$ cat config.mk
export PLATFORM = sky130hd
export DESIGN_NAME = bus_intr_ctl
export DESIGN_NICKNAME = d
export VERILOG_FILES = /design/src/rtl/bvi_pkg.sv /design/src/rtl/bvi_regs.sv /design/src/rtl/bvi_route.sv /design/src/rtl/bvi_ack_fsm.sv /design/src/rtl/bus_intr_ctl.sv
export SDC_FILE = /design/constraint.sdc
export NUM_CORES = 1
export LEC_CHECK = 0
export ABC_AREA = 0
export ABC_CLOCK_PERIOD_IN_PS = 3200
export BUFFER_PORTS_ARGS = -buffer_cell sky130_fd_sc_hd__buf_2
export CAP_MARGIN = 20
export CORE_ASPECT_RATIO = 0.6
export CORE_MARGIN = 2
export CORE_UTILIZATION = 25
export DETAILED_ROUTE_END_ITERATION = 7
export PLACE_DENSITY = 0.4
export SYNTH_ARGS = -nofsm -noshare
export SYNTH_HDL_FRONTEND = slang
export SYNTH_SLANG_ARGS = --single-unit
$ cat constraint.sdc
create_clock -name clk -period 3.2 [get_ports clk]
set_input_delay 0.16 -clock clk [delete_from_list [all_inputs] [get_ports clk]]
set_output_delay 0.16 -clock clk [all_outputs]
set_load 0.005 [all_outputs]
$ cat src/rtl/bvi_pkg.sv
package bvi_pkg;
  // Control register field positions (level occupies the low bits)
  localparam int CTL_EXT = 3;
  localparam int CTL_IEN = 4;
  localparam int CTL_CLR = 5;

  typedef enum logic [2:0] {
    ST_IDLE,
    ST_REG,
    ST_WAIT,
    ST_PASS,
    ST_INT,
    ST_EXT
  } ack_st_t;
endpackage

$ cat src/rtl/bvi_regs.sv
module bvi_regs
  import bvi_pkg::*;
#(
  parameter int NSRC = 4,
  parameter int DW   = 8,
  parameter int LW   = 3,
  localparam int SW  = $clog2(NSRC),
  localparam int AW  = SW + 1
) (
  input  logic                     clk,
  input  logic                     rst_n,
  input  logic                     iack_n,
  input  logic                     wr_en,
  input  logic [AW-1:0]            wr_addr,
  input  logic [DW-1:0]            wr_data,
  input  logic [AW-1:0]            rd_addr,
  output logic [DW-1:0]            rd_data,
  input  logic [NSRC-1:0]          dev_req,
  input  logic                     done_en,
  input  logic [SW-1:0]            done_src,
  output logic [NSRC-1:0][LW-1:0]  lvl_o,
  output logic [NSRC-1:0]          ext_o,
  output logic [NSRC-1:0]          active_o,
  output logic [NSRC-1:0][DW-1:0]  vec_o
);
  logic [NSRC-1:0][LW-1:0] lvl_q;
  logic [NSRC-1:0]         ext_q, ien_q, pend_q, clr;
  logic [NSRC-1:0][DW-1:0] vec_q;

  for (genvar i = 0; i < NSRC; i++) begin : g_src
    logic ctl_hit, vec_hit;
    assign ctl_hit = wr_en && !wr_addr[SW] && (wr_addr[SW-1:0] == SW'(i));
    assign vec_hit = wr_en &&  wr_addr[SW] && (wr_addr[SW-1:0] == SW'(i));
    assign clr[i]  = (done_en && (done_src == SW'(i))) || (ctl_hit && wr_data[CTL_CLR]);

    always_ff @(posedge clk or negedge rst_n) begin
      if (!rst_n) begin
        lvl_q[i]  <= '0;
        ext_q[i]  <= 1'b0;
        ien_q[i]  <= 1'b0;
        vec_q[i]  <= '0;
        pend_q[i] <= 1'b0;
      end else begin
        if (ctl_hit) begin
          lvl_q[i] <= wr_data[LW-1:0];
          ext_q[i] <= wr_data[CTL_EXT];
          ien_q[i] <= wr_data[CTL_IEN];
        end
        if (vec_hit) vec_q[i] <= wr_data;
        pend_q[i] <= (pend_q[i] | (dev_req[i] & ien_q[i])) & ~clr[i];
      end
    end

    // A disabled, idle source cannot become pending
    assert_gate_R3: assert property (@(posedge clk) disable iff (!rst_n)
      (!pend_q[i] && !ien_q[i]) |=> !pend_q[i]);
  end

  assign lvl_o    = lvl_q;
  assign ext_o    = ext_q;
  assign vec_o    = vec_q;
  assign active_o = pend_q & ien_q;

  always_comb begin
    rd_data = '0;
    if (rd_addr[SW]) begin
      rd_data = vec_q[rd_addr[SW-1:0]];
    end else begin
      rd_data[LW-1:0] = lvl_q[rd_addr[SW-1:0]];
      rd_data[CTL_EXT] = ext_q[rd_addr[SW-1:0]];
      rd_data[CTL_IEN] = ien_q[rd_addr[SW-1:0]];
    end
  end

  assert_done_clears_R10: assert property (@(posedge clk) disable iff (!rst_n)
    done_en |=> !pend_q[$past(done_src)]);

  assert_no_write_in_ack_R11: assert property (@(posedge clk) disable iff (!rst_n)
    !iack_n |=> ($stable(vec_q) && $stable(lvl_q) && $stable(ien_q) && $stable(ext_q)));
endmodule

$ cat src/rtl/bvi_route.sv
module bvi_route #(
  parameter int NSRC = 4,
  parameter int NLVL = 7,
  parameter int LW   = 3,
  localparam int SW  = $clog2(NSRC)
) (
  input  logic                    clk,
  input  logic                    rst_n,
  input  logic [NSRC-1:0]         active,
  input  logic [NSRC-1:0][LW-1:0] lvl,
  input  logic [LW-1:0]           ack_lvl,
  output logic [NLVL:1]           irq_n,
  output logic                    hit_any,
  output logic [SW-1:0]           hit_src
);
  logic [NSRC-1:0] hit;

  for (genvar l = 1; l <= NLVL; l++) begin : g_lvl
    logic [NSRC-1:0] on_lvl;
    for (genvar i = 0; i < NSRC; i++) begin : g_cmp
      assign on_lvl[i] = active[i] && (lvl[i] == LW'(l));
    end
    assign irq_n[l] = ~|on_lvl;
  end

  for (genvar i = 0; i < NSRC; i++) begin : g_hit
    assign hit[i] = active[i] && (lvl[i] != '0) && (lvl[i] == ack_lvl);
  end

  // lowest-numbered match wins
  always_comb begin
    hit_src = '0;
    for (int i = NSRC - 1; i >= 0; i--) begin
      if (hit[i]) hit_src = SW'(i);
    end
  end
  assign hit_any = |hit;

  assert_lvl0_never_hits_R4: assert property (@(posedge clk) disable iff (!rst_n)
    hit_any |-> (ack_lvl != '0));

  assert_quiet_when_idle_R3: assert property (@(posedge clk) disable iff (!rst_n)
    (active == '0) |-> (&irq_n));
endmodule

$ cat src/rtl/bvi_ack_fsm.sv
module bvi_ack_fsm
  import bvi_pkg::*;
#(
  parameter int NSRC = 4,
  parameter int LW   = 3,
  localparam int SW  = $clog2(NSRC),
  localparam int AW  = SW + 1
) (
  input  logic          clk,
  input  logic          rst_n,
  input  logic          cs_n,
  input  logic          rw,
  input  logic [AW-1:0] addr,
  input  logic          iack_n,
  input  logic          chain_in_n,
  input  logic          hit_any,
  input  logic [SW-1:0] hit_src,
  input  logic          hit_ext,
  output ack_st_t       st,
  output logic [LW-1:0] ack_lvl,
  output logic [AW-1:0] reg_addr,
  output logic [SW-1:0] src_q,
  output logic          wr_en,
  output logic          done_en,
  output logic          chain_out_n,
  output logic          dtack_n,
  output logic          xack_en_n
);
  ack_st_t st_n;

  assign wr_en   = (st == ST_IDLE) && iack_n && !cs_n && !rw;
  assign done_en = ((st == ST_INT) || (st == ST_EXT)) && iack_n;

  always_comb begin
    st_n = st;
    unique case (st)
      ST_IDLE: if (!iack_n) st_n = ST_WAIT;
               else if (!cs_n) st_n = ST_REG;
      ST_REG:  if (cs_n) st_n = ST_IDLE;
      ST_WAIT: if (iack_n) st_n = ST_IDLE;
               else if (!chain_in_n) st_n = !hit_any ? ST_PASS : (hit_ext ? ST_EXT : ST_INT);
      ST_PASS, ST_INT, ST_EXT: if (iack_n) st_n = ST_IDLE;
      default: st_n = ST_IDLE;
    endcase
  end

  always_ff @(posedge clk or negedge rst_n) begin
    if (!rst_n) begin
      st       <= ST_IDLE;
      ack_lvl  <= '0;
      reg_addr <= '0;
      src_q    <= '0;
    end else begin
      st <= st_n;
      if (st == ST_IDLE && !iack_n) ack_lvl <= addr[LW-1:0];
      if (st == ST_IDLE && iack_n && !cs_n) reg_addr <= addr;
      if (st == ST_WAIT && !iack_n && !chain_in_n) src_q <= hit_src;
    end
  end

  assign chain_out_n = (st != ST_PASS);
  assign dtack_n     = !((st == ST_INT) || (st == ST_REG));
  assign xack_en_n   = (st != ST_EXT);

  assert_resp_needs_chain_R6: assert property (@(posedge clk) disable iff (!rst_n)
    (st == ST_WAIT && chain_in_n) |=> (st == ST_WAIT || st == ST_IDLE));

  assert_hold_vector_R8: assert property (@(posedge clk) disable iff (!rst_n)
    (st == ST_INT && !iack_n) |=> (!dtack_n && $stable(src_q)));

  assert_one_outcome_R9: assert property (@(posedge clk) disable iff (!rst_n)
    $countones({!chain_out_n, !xack_en_n, !dtack_n}) <= 1);

  assert_pass_held_R7: assert property (@(posedge clk) disable iff (!rst_n)
    (!chain_out_n && !iack_n) |=> !chain_out_n);
endmodule

$ cat src/rtl/bus_intr_ctl.sv
module bus_intr_ctl
  import bvi_pkg::*;
#(
  parameter int NSRC = 4,
  parameter int NLVL = 7,
  parameter int DW   = 8,
  localparam int SW  = $clog2(NSRC),
  localparam int AW  = SW + 1,
  localparam int LW  = $clog2(NLVL + 1)
) (
  input  logic            clk,
  input  logic            rst_n,
  input  logic            cs_n,
  input  logic            rw,
  input  logic [AW-1:0]   addr,
  input  logic [DW-1:0]   wdata,
  output logic [DW-1:0]   rdata,
  output logic            dtack_n,
  input  logic [NSRC-1:0] dev_req,
  output logic [NLVL:1]   irq_n,
  input  logic            iack_n,
  input  logic            chain_in_n,
  output logic            chain_out_n,
  output logic            xack_en_n,
  output logic [SW-1:0]   xack_src
);
  ack_st_t                 st;
  logic [LW-1:0]           ack_lvl;
  logic [AW-1:0]           reg_addr;
  logic [SW-1:0]           src_q, hit_src, done_src;
  logic                    wr_en, done_en, hit_any;
  logic [DW-1:0]           reg_rd;
  logic [NSRC-1:0][LW-1:0] lvl;
  logic [NSRC-1:0]         ext, active;
  logic [NSRC-1:0][DW-1:0] vec;

  assign done_src = src_q;

  bvi_regs #(.NSRC(NSRC), .DW(DW), .LW(LW)) u_regs (
    .clk(clk), .rst_n(rst_n), .iack_n(iack_n),
    .wr_en(wr_en), .wr_addr(addr), .wr_data(wdata),
    .rd_addr(reg_addr), .rd_data(reg_rd),
    .dev_req(dev_req), .done_en(done_en), .done_src(done_src),
    .lvl_o(lvl), .ext_o(ext), .active_o(active), .vec_o(vec)
  );

  bvi_route #(.NSRC(NSRC), .NLVL(NLVL), .LW(LW)) u_route (
    .clk(clk), .rst_n(rst_n), .active(active), .lvl(lvl), .ack_lvl(ack_lvl),
    .irq_n(irq_n), .hit_any(hit_any), .hit_src(hit_src)
  );

  bvi_ack_fsm #(.NSRC(NSRC), .LW(LW)) u_fsm (
    .clk(clk), .rst_n(rst_n), .cs_n(cs_n), .rw(rw), .addr(addr),
    .iack_n(iack_n), .chain_in_n(chain_in_n),
    .hit_any(hit_any), .hit_src(hit_src), .hit_ext(ext[hit_src]),
    .st(st), .ack_lvl(ack_lvl), .reg_addr(reg_addr), .src_q(src_q),
    .wr_en(wr_en), .done_en(done_en),
    .chain_out_n(chain_out_n), .dtack_n(dtack_n), .xack_en_n(xack_en_n)
  );

  always_comb begin
    unique case (st)
      ST_INT:  rdata = vec[src_q];
      ST_REG:  rdata = reg_rd;
      default: rdata = '0;
    endcase
  end
  assign xack_src = (st == ST_EXT) ? src_q : '0;

  assert_ext_src_stable_R9: assert property (@(posedge clk) disable iff (!rst_n)
    (!xack_en_n && !iack_n) |=> (!xack_en_n && $stable(xack_src)));
endmodule

# ---- Yosys cells after proc, flatten, opt, wreduce, memory -nomap -nowiden
# Index checks and enable logic that the tools add are counted.
dict set report totals {
  ff_bits 67
  input_bits 21
  out_inout_bits 20
  wordCells 219
}
dict set report op_classes {
  n_lt_le_gt_ge 3
  eq_ne 49
  n_mux 29
  n_bitwise 17
  n_reduce_logical 97
}
# operator n
set op_table {}
lappend op_table {{1-bit logical AND} 61}
lappend op_table {{3-bit equality test, second input constant} 18}
lappend op_table {{8-bit binary-select mux with 2-bit select} 2}
lappend op_table {{4-bit OR reduction} 8}
lappend op_table {{3-bit by 2-bit equality test with 1-bit output, second input constant} 10}
lappend op_table {{3-bit two-way mux} 9}
lappend op_table {{8-bit two-way mux} 2}
lappend op_table {{8-bit one-hot mux with 2 select lines} 1}
lappend op_table {{3-bit by 1-bit equality test with 1-bit output, second input constant} 5}
lappend op_table {{1-bit logical NOT} 13}
lappend op_table {{3-bit equality test} 4}
lappend op_table {{3-bit one-hot mux with 4 select lines} 1}
lappend op_table {{3-bit nonzero test} 4}
lappend op_table {{2-bit two-way mux} 5}
lappend op_table {{2-bit by 3-bit < comparator with 1-bit output, second input constant} 3}
lappend op_table {{3-bit inequality test, second input constant} 3}
lappend op_table {{1-bit bitwise AND} 8}
lappend op_table {{2-bit equality test, second input constant} 4}
lappend op_table {{1-bit binary-select mux with 2-bit select} 3}
lappend op_table {{3-bit binary-select mux with 2-bit select} 1}
lappend op_table {{1-bit logical OR} 6}
lappend op_table {{5-bit two-way mux} 1}
lappend op_table {{4-bit bitwise AND} 1}
lappend op_table {{2-bit by 1-bit equality test with 1-bit output, second input constant} 2}
lappend op_table {{other kinds (9)} 20}

# ---- Longest topological paths before layout
# Gate-level depths: netlist of the first run.
dict set report depth {
  ltp_word 14
  depth_mapped 7
  mapped_depth_nobuf 5
}

# ---- Cells and area by module
# A second synthesis of the first run with hierarchy kept.
dict set report unflattened {
  hier_cells 329
  area_unflattened_um2 4051.4
}
# mod n_inst cells_each area_per_inst_um2 seq_area_each_um2
set modules_own_cells {}
lappend modules_own_cells {bvi_regs 1 163 2645.0 1401.3}
lappend modules_own_cells {bvi_ack_fsm 1 46 558.0 275.3}
lappend modules_own_cells {bvi_route 1 77 466.7 0.0}
lappend modules_own_cells {bus_intr_ctl 1 43 381.6 0.0}

# ---- Least setup slack after synthesis of the first run
# Ideal clock, no wire load.
dict set report synth_timing {
  path_type {register to register}
  from {reg u_fsm.st[2]}
  to {reg u_regs.vec_q (netlist bit u_regs.vec_o[25])}
  setup_time_ns 0.125
  arrival_time_ns 1.767
  t_required_ns 3.075
  setup_slack_ns 1.308
  path_stages_with_launch 8
  path_buffers 2
  synth_period_minus_slack_ns 1.892
  cell_sequence {dfrtp_1 buf_2 nor2_4 nand3_4 nor4b_4 and3_1 buf_4 mux2_2}
}
dict set report synth_between {
  elab_chain_cells 6
}
# element line_no
set synth_lines {}
lappend synth_lines {{start: declaration} bvi_ack_fsm.sv:19} ;# output ack_st_t st,
lappend synth_lines {{start signal: assignment} bvi_ack_fsm.sv:54} ;# st <= st_n;
lappend synth_lines {{3-bit logical NOT} bvi_ack_fsm.sv:31} ;# assign wr_en = (st == ST_IDLE) && iack_n && !cs_n && !rw;
lappend synth_lines {{1-bit logical AND (3 in series)} bvi_ack_fsm.sv:31}
lappend synth_lines {{1-bit logical AND (2 in series)} bvi_regs.sv:33} ;# assign vec_hit = wr_en && wr_addr[SW] && (wr_addr[SW-1:0] == SW'(i));
lappend synth_lines {{end signal: indexed assignment} bvi_regs.sv:49} ;# if (vec_hit) vec_q[i] <= wr_data;
lappend synth_lines {{end: declaration} bvi_regs.sv:28} ;# logic [NSRC-1:0][DW-1:0] vec_q;
# No other way between the ends.
# A chain may end at the register's enable or synchronous reset.

# ---- Worst setup path after layout of the first run
dict set report layout_timing {
  from {reg u_fsm.reg_addr[0]}
  to {out rdata[2]}
}
dict set report layout_between {
  elab_chain_cells 4
  word_cells_on_any_way 6
  cone_classes {mux: 6}
}
# element line_no
set layout_lines {}
lappend layout_lines {{start: declaration} bvi_ack_fsm.sv:21} ;# output logic [AW-1:0] reg_addr,
lappend layout_lines {{start signal: assignment} bvi_ack_fsm.sv:56} ;# if (st == ST_IDLE && iack_n && !cs_n) reg_addr <= addr;
lappend layout_lines {{3-bit binary-select mux with 2-bit select or 8-bit binary-select mux with 2-bit select (tied branches)} {bvi_regs.sv:69, bvi_regs.sv:67}}
lappend layout_lines {{3-bit two-way mux (implied by the code) or 8-bit two-way mux (tied branches)} {bvi_regs.sv:69, bvi_regs.sv:67}}
lappend layout_lines {{5-bit two-way mux (*)} bvi_regs.sv:66} ;# if (rd_addr[SW]) begin
lappend layout_lines {{8-bit one-hot mux with 2 select lines (*)} bus_intr_ctl.sv:62} ;# unique case (st)
lappend layout_lines {{end: declaration} bus_intr_ctl.sv:17} ;# output logic [DW-1:0] rdata,
# Every way passes the cells marked *; elsewhere a longest branch is shown, timed or not. The select of a mux whose other input is x is not followed.

==> results of run 1 <==
[metal layers]
metal | up-vias | routed length, um
li1 | 1345 | -
met3 | 6 | 863
met4 | 0 | 76
met5 | - | 0
met1 | 1554 | 6430
met2 | 124 | 4630
[power by group through the flow]
stage          Clock, uW  Combinational, uW  Sequential [uW]
3_5_place_dp           0                593             1220
6_report             989                590             1220
3_3_place_gp           0                586             1220
4_1_cts             1020                595             1210
5_1_grt             1050                649             1240
2_1_floorplan          0                517             1080
[final cells by class]
cell class                      count  area [um2]  share of cell area (%)
Clock buffer                       10         229                    4.90
Timing Repair Buffer               49         270                    5.79
Tap cell                          203         254                    5.44
Sequential cell                    67        1680                    35.9
Inverter                            7        26.3                   0.563
Multi-Input combinational cell    238        2150                    46.0
Clock inverter                      6        65.1                    1.39
[worst max path at each step]
stage	to	depth (start not counted)	slack [ps]	start
2_1_floorplan	u_regs.vec_o[25]$_DFFE_PN0P_	7	1310	u_fsm.st[2]$_DFFE_PN0P_
4_1_cts	rdata[2]	5	790	u_fsm.reg_addr[0]$_DFFE_PN0N_
6_report	rdata[2]	5	790	u_fsm.reg_addr[0]$_DFFE_PN0N_
5_1_grt	rdata[2]	5	690	u_fsm.reg_addr[0]$_DFFE_PN0N_
3_5_place_dp	u_regs.vec_o[26]$_DFFE_PN0P_	5	980	u_fsm.st[2]$_DFFE_PN0P_
3_3_place_gp	u_regs.vec_o[25]$_DFFE_PN0P_	5	1080	u_fsm.st[2]$_DFFE_PN0P_
[metrics by stage]
stage | hold WS (ps) | std cells | worst slack (ps) | util, % | instance area [um2]
6_report | 107 | 580 | 787 | 30.3 | 4670
4_1_cts | 100 | 580 | 790 | 30.3 | 4670
3_5_place_dp | 211 | 563 | 982 | 28.3 | 4370
5_1_grt | 114 | 580 | 686 | 30.3 | 4670
3_3_place_gp | 214 | 563 | 1080 | 28.3 | 4370
2_1_floorplan | -136 | 331 | 1310 | - | 3950
[state kept, by name, summed over array words and instances (netlist names)]
register / flops
u_regs.lvl_o: 12
u_regs.vec_o: 32
u_fsm.st: 3
u_regs.ext_o: 4
u_fsm.src_q: 2
u_fsm.reg_addr: 3
u_fsm.ack_lvl: 3
u_regs.pend_q: 4
u_regs.ien_q: 4
[cell families after synthesis]
family | synth area share (%)
buffers and inverters | 3.17
XOR/XNOR | 1.77
AO/OA/AOI/OAI | 8.39
flip-flops | 42.4
AND/OR/NAND/NOR | 14.7
multiplexers | 29.5
[cell usage in the layout, fill, tap and decap left out, types with 5 or more instances in the layout]
cell,netlist,final
mux4_2,21,21
nor2b_1,7,7
clkbuf_16,0,9
a311oi_1,6,6
nor2_1,12,12
nand2b_1,6,6
o21ai_0,9,9
inv_1,7,7
nand3_1,7,7
dfrtp_1,67,67
a21oi_1,6,6
xor2_1,5,5
buf_4,3,8
nor4_1,8,8
buf_2,7,40
mux2_2,56,56
mux2i_1,5,5
nor3_1,14,14
nand2_1,25,25
and3_1,7,7
==> impl_metrics.yaml, run 1 <==
outcome:
  status: "finished, final reports clean"
timing:
  hold_violations: 0
  tightestPinTransition_ps: 856
  skew_ps: 4.70
  drv_slew: 0
  fmax_mhz: 414
  min_period_ps: 2410
  fin_setup_tns_ps: 0
  period_share_pct: 75.4
  relSlewSlack_pct: 42.8
  rsz0062_at_grt: "no"
  setup_viol: 0
run:
  drv_cap: 0
pwr:
  combPwrFrac_pct: 21.1
  power_density_nw_per_um2: 599
  intPower_uw: 1920
  switchingPower_uw: 872
  leakagePower_uw: 0.00197
  p_sw_share_pct: 31.2
  seqPwrFrac_pct: 43.5
  p_clk_share_pct: 35.4
  ir_drop_uv: 195
  total_power_uw: 2790
placed_design:
  gp_congestion: 0.867
  dpl.hpwl_um: 9040
  io_buffers: 40
critical_path:
  worstPathCellList: "buf_4 -> mux4_2 -> mux2i_1 -> o21ai_0 -> buf_2"
  cp.required_ps: 3040
  crit_type: "register to primary output"
  start_kind: "register"
  reg2reg_from: "u_fsm.st[2]$_DFFE_PN0P_"
  slowest_stage: "dfrtp_1"
  path_buf_inv: 2
  reg2regPathDepth: 5
  path_max_fanout: 9
  slowest_delay_ps: 680
  critPathTopFamily: "flip-flops"
  cp.arrival_ps: 2250
  endpoint_kind: "primary output"
  r2r-end: "u_regs.vec_o[27]$_DFFE_PN0P_"
  r2r_slack_ps: 970
global_route:
  grt_use_total_pct: 15.1
  met2_usage_pct: 19.3
  grt_max_degree: 27
  grt_pass1_vias: 2953
  grt_pass1_wl_um: 18900
  antenna_found_initial: 0
  grt_util_met3_pct: 4.10
  grt_overflow: 0
  grtUsageMet1_pct: 24.4
  grt-busiest-layer: "met1"
clocking:
  clk_latency_ps: 330
  htree_levels: 3
  cts-resized-gates: 0
  clk_pin_slew_ps: 60
  clock_tree.buffer_depth: 2
  cts_root_buf: "clkbuf_16"
  clock_sinks: 67
  tritoncts: "built"
  cts_hold_buf: 1
  post-cts-setup-buffer-count: 0
  cts_buffers: 9
synth:
  yosysWarningCount: 0
  yosys.area.top_type: "dfrtp_1"
  ys_seq_elements: 67
  synth_area_per_cell_um2: 11.9
  synth-edff-count: 0
  synth_flop_cell: "dfrtp_1"
  yosysTopAreaCellShare_pct: 42.4
  ys_async_sr_fraction_pct: 100
  ys_top_cells_by_area: "dfrtp_1 (42%), mux2_2 (16%), mux4_2 (12%)"
  yosysUniqueCellTypes: 50
  ys_seq_area_share_pct: 42.4
  synthTopCellsByCount: "dfrtp_1 (67), mux2_2 (56), nand2_1 (25)"
  synth_nets: 352
  syn_inst: 331
  yosysMostFrequentCell: "dfrtp_1"
  netlist_area_um2: 3950
final_layout:
  nFillCells: 1578
  area_growth_pct: 18.2
  drive_above_1_share_pct: 39.3
  n_antenna_cell: 0
  fin_nets: 393
detailed_routing:
  wl_um: 12000
  wire_per_inst_um: 20.7
  ant_nets: 0
  num_vias: 3029
  vias_per_cell: 5.22
  drc: 0
  drt-initial-drc-count: 291
  first_pass_iters: 4
hold_path:
  hold_class: "primary input to register"
  holdPathEnd: "u_regs.vec_o[31]$_DFFE_PN0P_"
  hp-start: "wdata[7]"
  hold-path-cell-count: 2
floorplan:
  num_rows: 35
  core_um2: 15400
  die_w_um: 166
  dieArea_um2: 16900
  die-height_um: 101
  initial_utilization_pct: 25.6
  ios: 41
No activity file was read; power rests on OpenSTA's default activity.
==> run 2, diff against run 1 <==
--- a/config.mk
+++ b/config.mk
@@ -5,15 +5,15 @@
 export SDC_FILE = /design/constraint.sdc
 export NUM_CORES = 1
 export LEC_CHECK = 0
-export ABC_AREA = 0
-export ABC_CLOCK_PERIOD_IN_PS = 3200
+export ABC_AREA = 1
+export ABC_CLOCK_PERIOD_IN_PS = 2400
 export BUFFER_PORTS_ARGS = -buffer_cell sky130_fd_sc_hd__buf_2
 export CAP_MARGIN = 20
 export CORE_ASPECT_RATIO = 0.6
 export CORE_MARGIN = 2
 export CORE_UTILIZATION = 25
 export DETAILED_ROUTE_END_ITERATION = 7
-export PLACE_DENSITY = 0.4
+export PLACE_DENSITY = 0.41
 export SYNTH_ARGS = -nofsm -noshare
 export SYNTH_HDL_FRONTEND = slang
 export SYNTH_SLANG_ARGS = --single-unit
==> constraint.sdc (replaced) <==
create_clock -name clk -period 2.4 [get_ports clk]
set_input_delay 0.12 -clock clk [delete_from_list [all_inputs] [get_ports clk]]
set_output_delay 0.12 -clock clk [all_outputs]
set_load 0.005 [all_outputs]
==> run 2 against run 1 <==
  * Core utilization is 0.47 points higher
  * Cell count is 35% higher
  * Via count is 28% higher
  * Final area is 0.67% higher
  * Clock skew hardly changed
  * Power is 110% higher
  * Routed wire length is 17% higher
  * Combinational power grew to 4.4 times the previous value
  * Critical path type unchanged
  * Largest cell class unchanged
==> impl_metrics.yaml, run 2 <==
timing:
  setup_viol: 0
  relSlewSlack_pct: 58.8
  tightestPinTransition_ps: 616
  fin_setup_tns_ps: 0
  rsz0062_at_grt: "no"
  min_period_ps: 2200
  fmax_mhz: 455
  drv_slew: 0
  skew_ps: 4.63
  hold_violations: 0
  period_share_pct: 91.7
placed_design:
  gp_congestion: 0.895
  io_buffers: 40
  dpl.hpwl_um: 10400
  place_area_um2: 4400
critical_path:
  path_common_cell: "inv_1"
  crit_type: "register to primary output"
  cp.required_ps: 2280
  worstPathCellList: "inv_1 -> nand2_1 -> nor2_1 -> inv_1 -> nor2_1 -> inv_1 -> a21oi_1 -> a221o_1 -> buf_2"
  start_kind: "register"
  slowest_stage: "dfrtp_1"
  endpoint_kind: "primary output"
  path_max_fanout: 4
  slowest_delay_ps: 420
  cp.arrival_ps: 2080
clocking:
  clock_sinks: 67
  clk_latency_ps: 330
  tritoncts: "built"
  clk_pin_slew_ps: 60
  cts_root_buf: "clkbuf_16"
  post-cts-setup-buffer-count: 0
  cts_buffers: 9
  htree_levels: 3
  clock_tree.buffer_depth: 2
  cts_hold_buf: 1
  cts-resized-gates: 0
synth:
  synth_nets: 547
  yosysTopAreaCellShare_pct: 43.0
  ys_seq_elements: 67
  synth_area_per_cell_um2: 7.41
  ys_top_cells_by_area: "dfrtp_1 (43%), nand2_1 (13%), o21ai_0 (12%)"
  syn_inst: 526
  synth_flop_cell: "dfrtp_1"
  yosys.area.top_type: "dfrtp_1"
  synthTopCellsByCount: "nand2_1 (140), o21ai_0 (95), dfrtp_1 (67)"
  yosysMostFrequentCell: "nand2_1"
  synth-edff-count: 0
  ys_seq_area_share_pct: 43.0
  yosysWarningCount: 0
  netlist_area_um2: 3900
  yosysUniqueCellTypes: 30
  ys_async_sr_fraction_pct: 100
floorplan:
  dieArea_um2: 16600
  core_um2: 15300
  die_w_um: 165
  initial_utilization_pct: 25.5
  ios: 41
  num_rows: 35
  die-height_um: 101
detailed_routing:
  vias_per_cell: 4.95
  ant_nets: 0
  wl_um: 14100
  drt-initial-drc-count: 352
  wire_per_inst_um: 18.0
  first_pass_iters: 5
  drc: 0
  num_vias: 3878
final_layout:
  mostFrequentLayoutCells: "nand2_1 (140), o21ai_0 (95), dfrtp_1 (67), inv_1 (57)"
  finalCoreUtilization_pct: 30.8
  fin_nets: 596
  area_growth_pct: 20.6
  nFillCells: 1682
  final_area_um2: 4700
  n_antenna_cell: 0
  drive_above_1_share_pct: 14.8
  largest_reg_flops: 32
  final_common_cell: "nand2_1"
outcome:
  status: "finished, final reports clean"
pwr:
  leakagePower_uw: 0.00222
  power_density_nw_per_um2: 1250
  total_power_uw: 5890
  ir_drop_uv: 347
global_route:
  antenna_found_initial: 0
  grt_overflow: 0
  grt_pass1_wl_um: 21500
  grt_pass1_vias: 3562
  grt_max_degree: 49
  grt_use_total_pct: 17.6
run:
  drv_cap: 0
hold_path:
  hold_class: "primary input to register"
[run 2: changes by cell type after synthesis, sizes merged, moves of 20 or more]
| cell | previous run | this run |
|---|---|---|
| mux2 | 57 | 0 |
| nor2 | 13 | 43 |
| inv | 7 | 59 |
| o21ai | 9 | 98 |
| nand2 | 28 | 142 |
| a21oi | 6 | 26 |
| mux4 | 21 | 0 |
[run 2: cell families (layout without fill, tap and decap cells)]
family          count (synthesis)  after routing  synth area share, %
compound gates                168            168                 24.1
simple gates                  212            212                 24.8
xor+xnor                        3              3                0.674
buf+inv                        76            130                 7.48
flops                          67             67                 43.0
[run 2: worst max-delay path, delay by kind of cell (launching register included)]
family	cells	cell delay, ps
AO/OA/AOI/OAI	2	380
buffers and inverters	4	510
flip-flops	1	420
AND/OR/NAND/NOR	3	430
[run 2: final cells by class]
class	count	area [um2]	share of cell area [%]
clock buffers	9	225	4.79
flip-flops and latches	67	1680	35.7
well taps	203	254	5.40
multi-input cells	383	1930	41.1
repair buffers	54	320	6.81
inverters	60	225	4.79
clock inverters	7	68.8	1.46
[run 2: final timing paths]
kind	from	endpoint	slack (ps)	depth (start not counted)
worst max-delay path	u_fsm.st[2]$_DFFE_PN0P_	rdata[1]	200	9
worst min-delay path	wdata[4]	u_regs.ien_q[1]$_DFFE_PN0N_	30	3
worst max register to register	u_fsm.st[0]$_DFFE_PN0P_	u_regs.pend_q[0]$_DFF_PN0_	450	10
worst min register to register	u_regs.vec_o[10]$_DFFE_PN0P_	u_regs.vec_o[10]$_DFFE_PN0P_	510	2
max in group asynchronous	rst_n	u_regs.vec_o[2]$_DFFE_PN0P_	1460	3
min in group asynchronous	rst_n	u_fsm.st[1]$_DFFE_PN0P_	290	2
[run 2: metal layers]
layer	vias up	global-route usage, %	wire length (um)
met2	163	22.4	5160
li1	1865	-	-
met4	0	3.48	80
met3	8	3.95	1070
met5	-	0	0
met1	1842	29.0	7760
[run 2: power breakdown]
| part | total [uW] | internal, uW | switching (uW) |
|---|---|---|---|
| Clock | 1320 | 800 | 525 |
| Combinational | 2580 | 925 | 1650 |
| Sequential | 1990 | 1540 | 444 |
[run 2: stage by stage]
step	cells	setup slack, ps	hold slack, ps
3_3_place_gp	766	499	141
3_5_place_dp	766	445	139
5_1_grt	783	57.4	47.0
6_report	783	200	29.9
2_1_floorplan	526	689	-176
4_1_cts	783	183	27.4
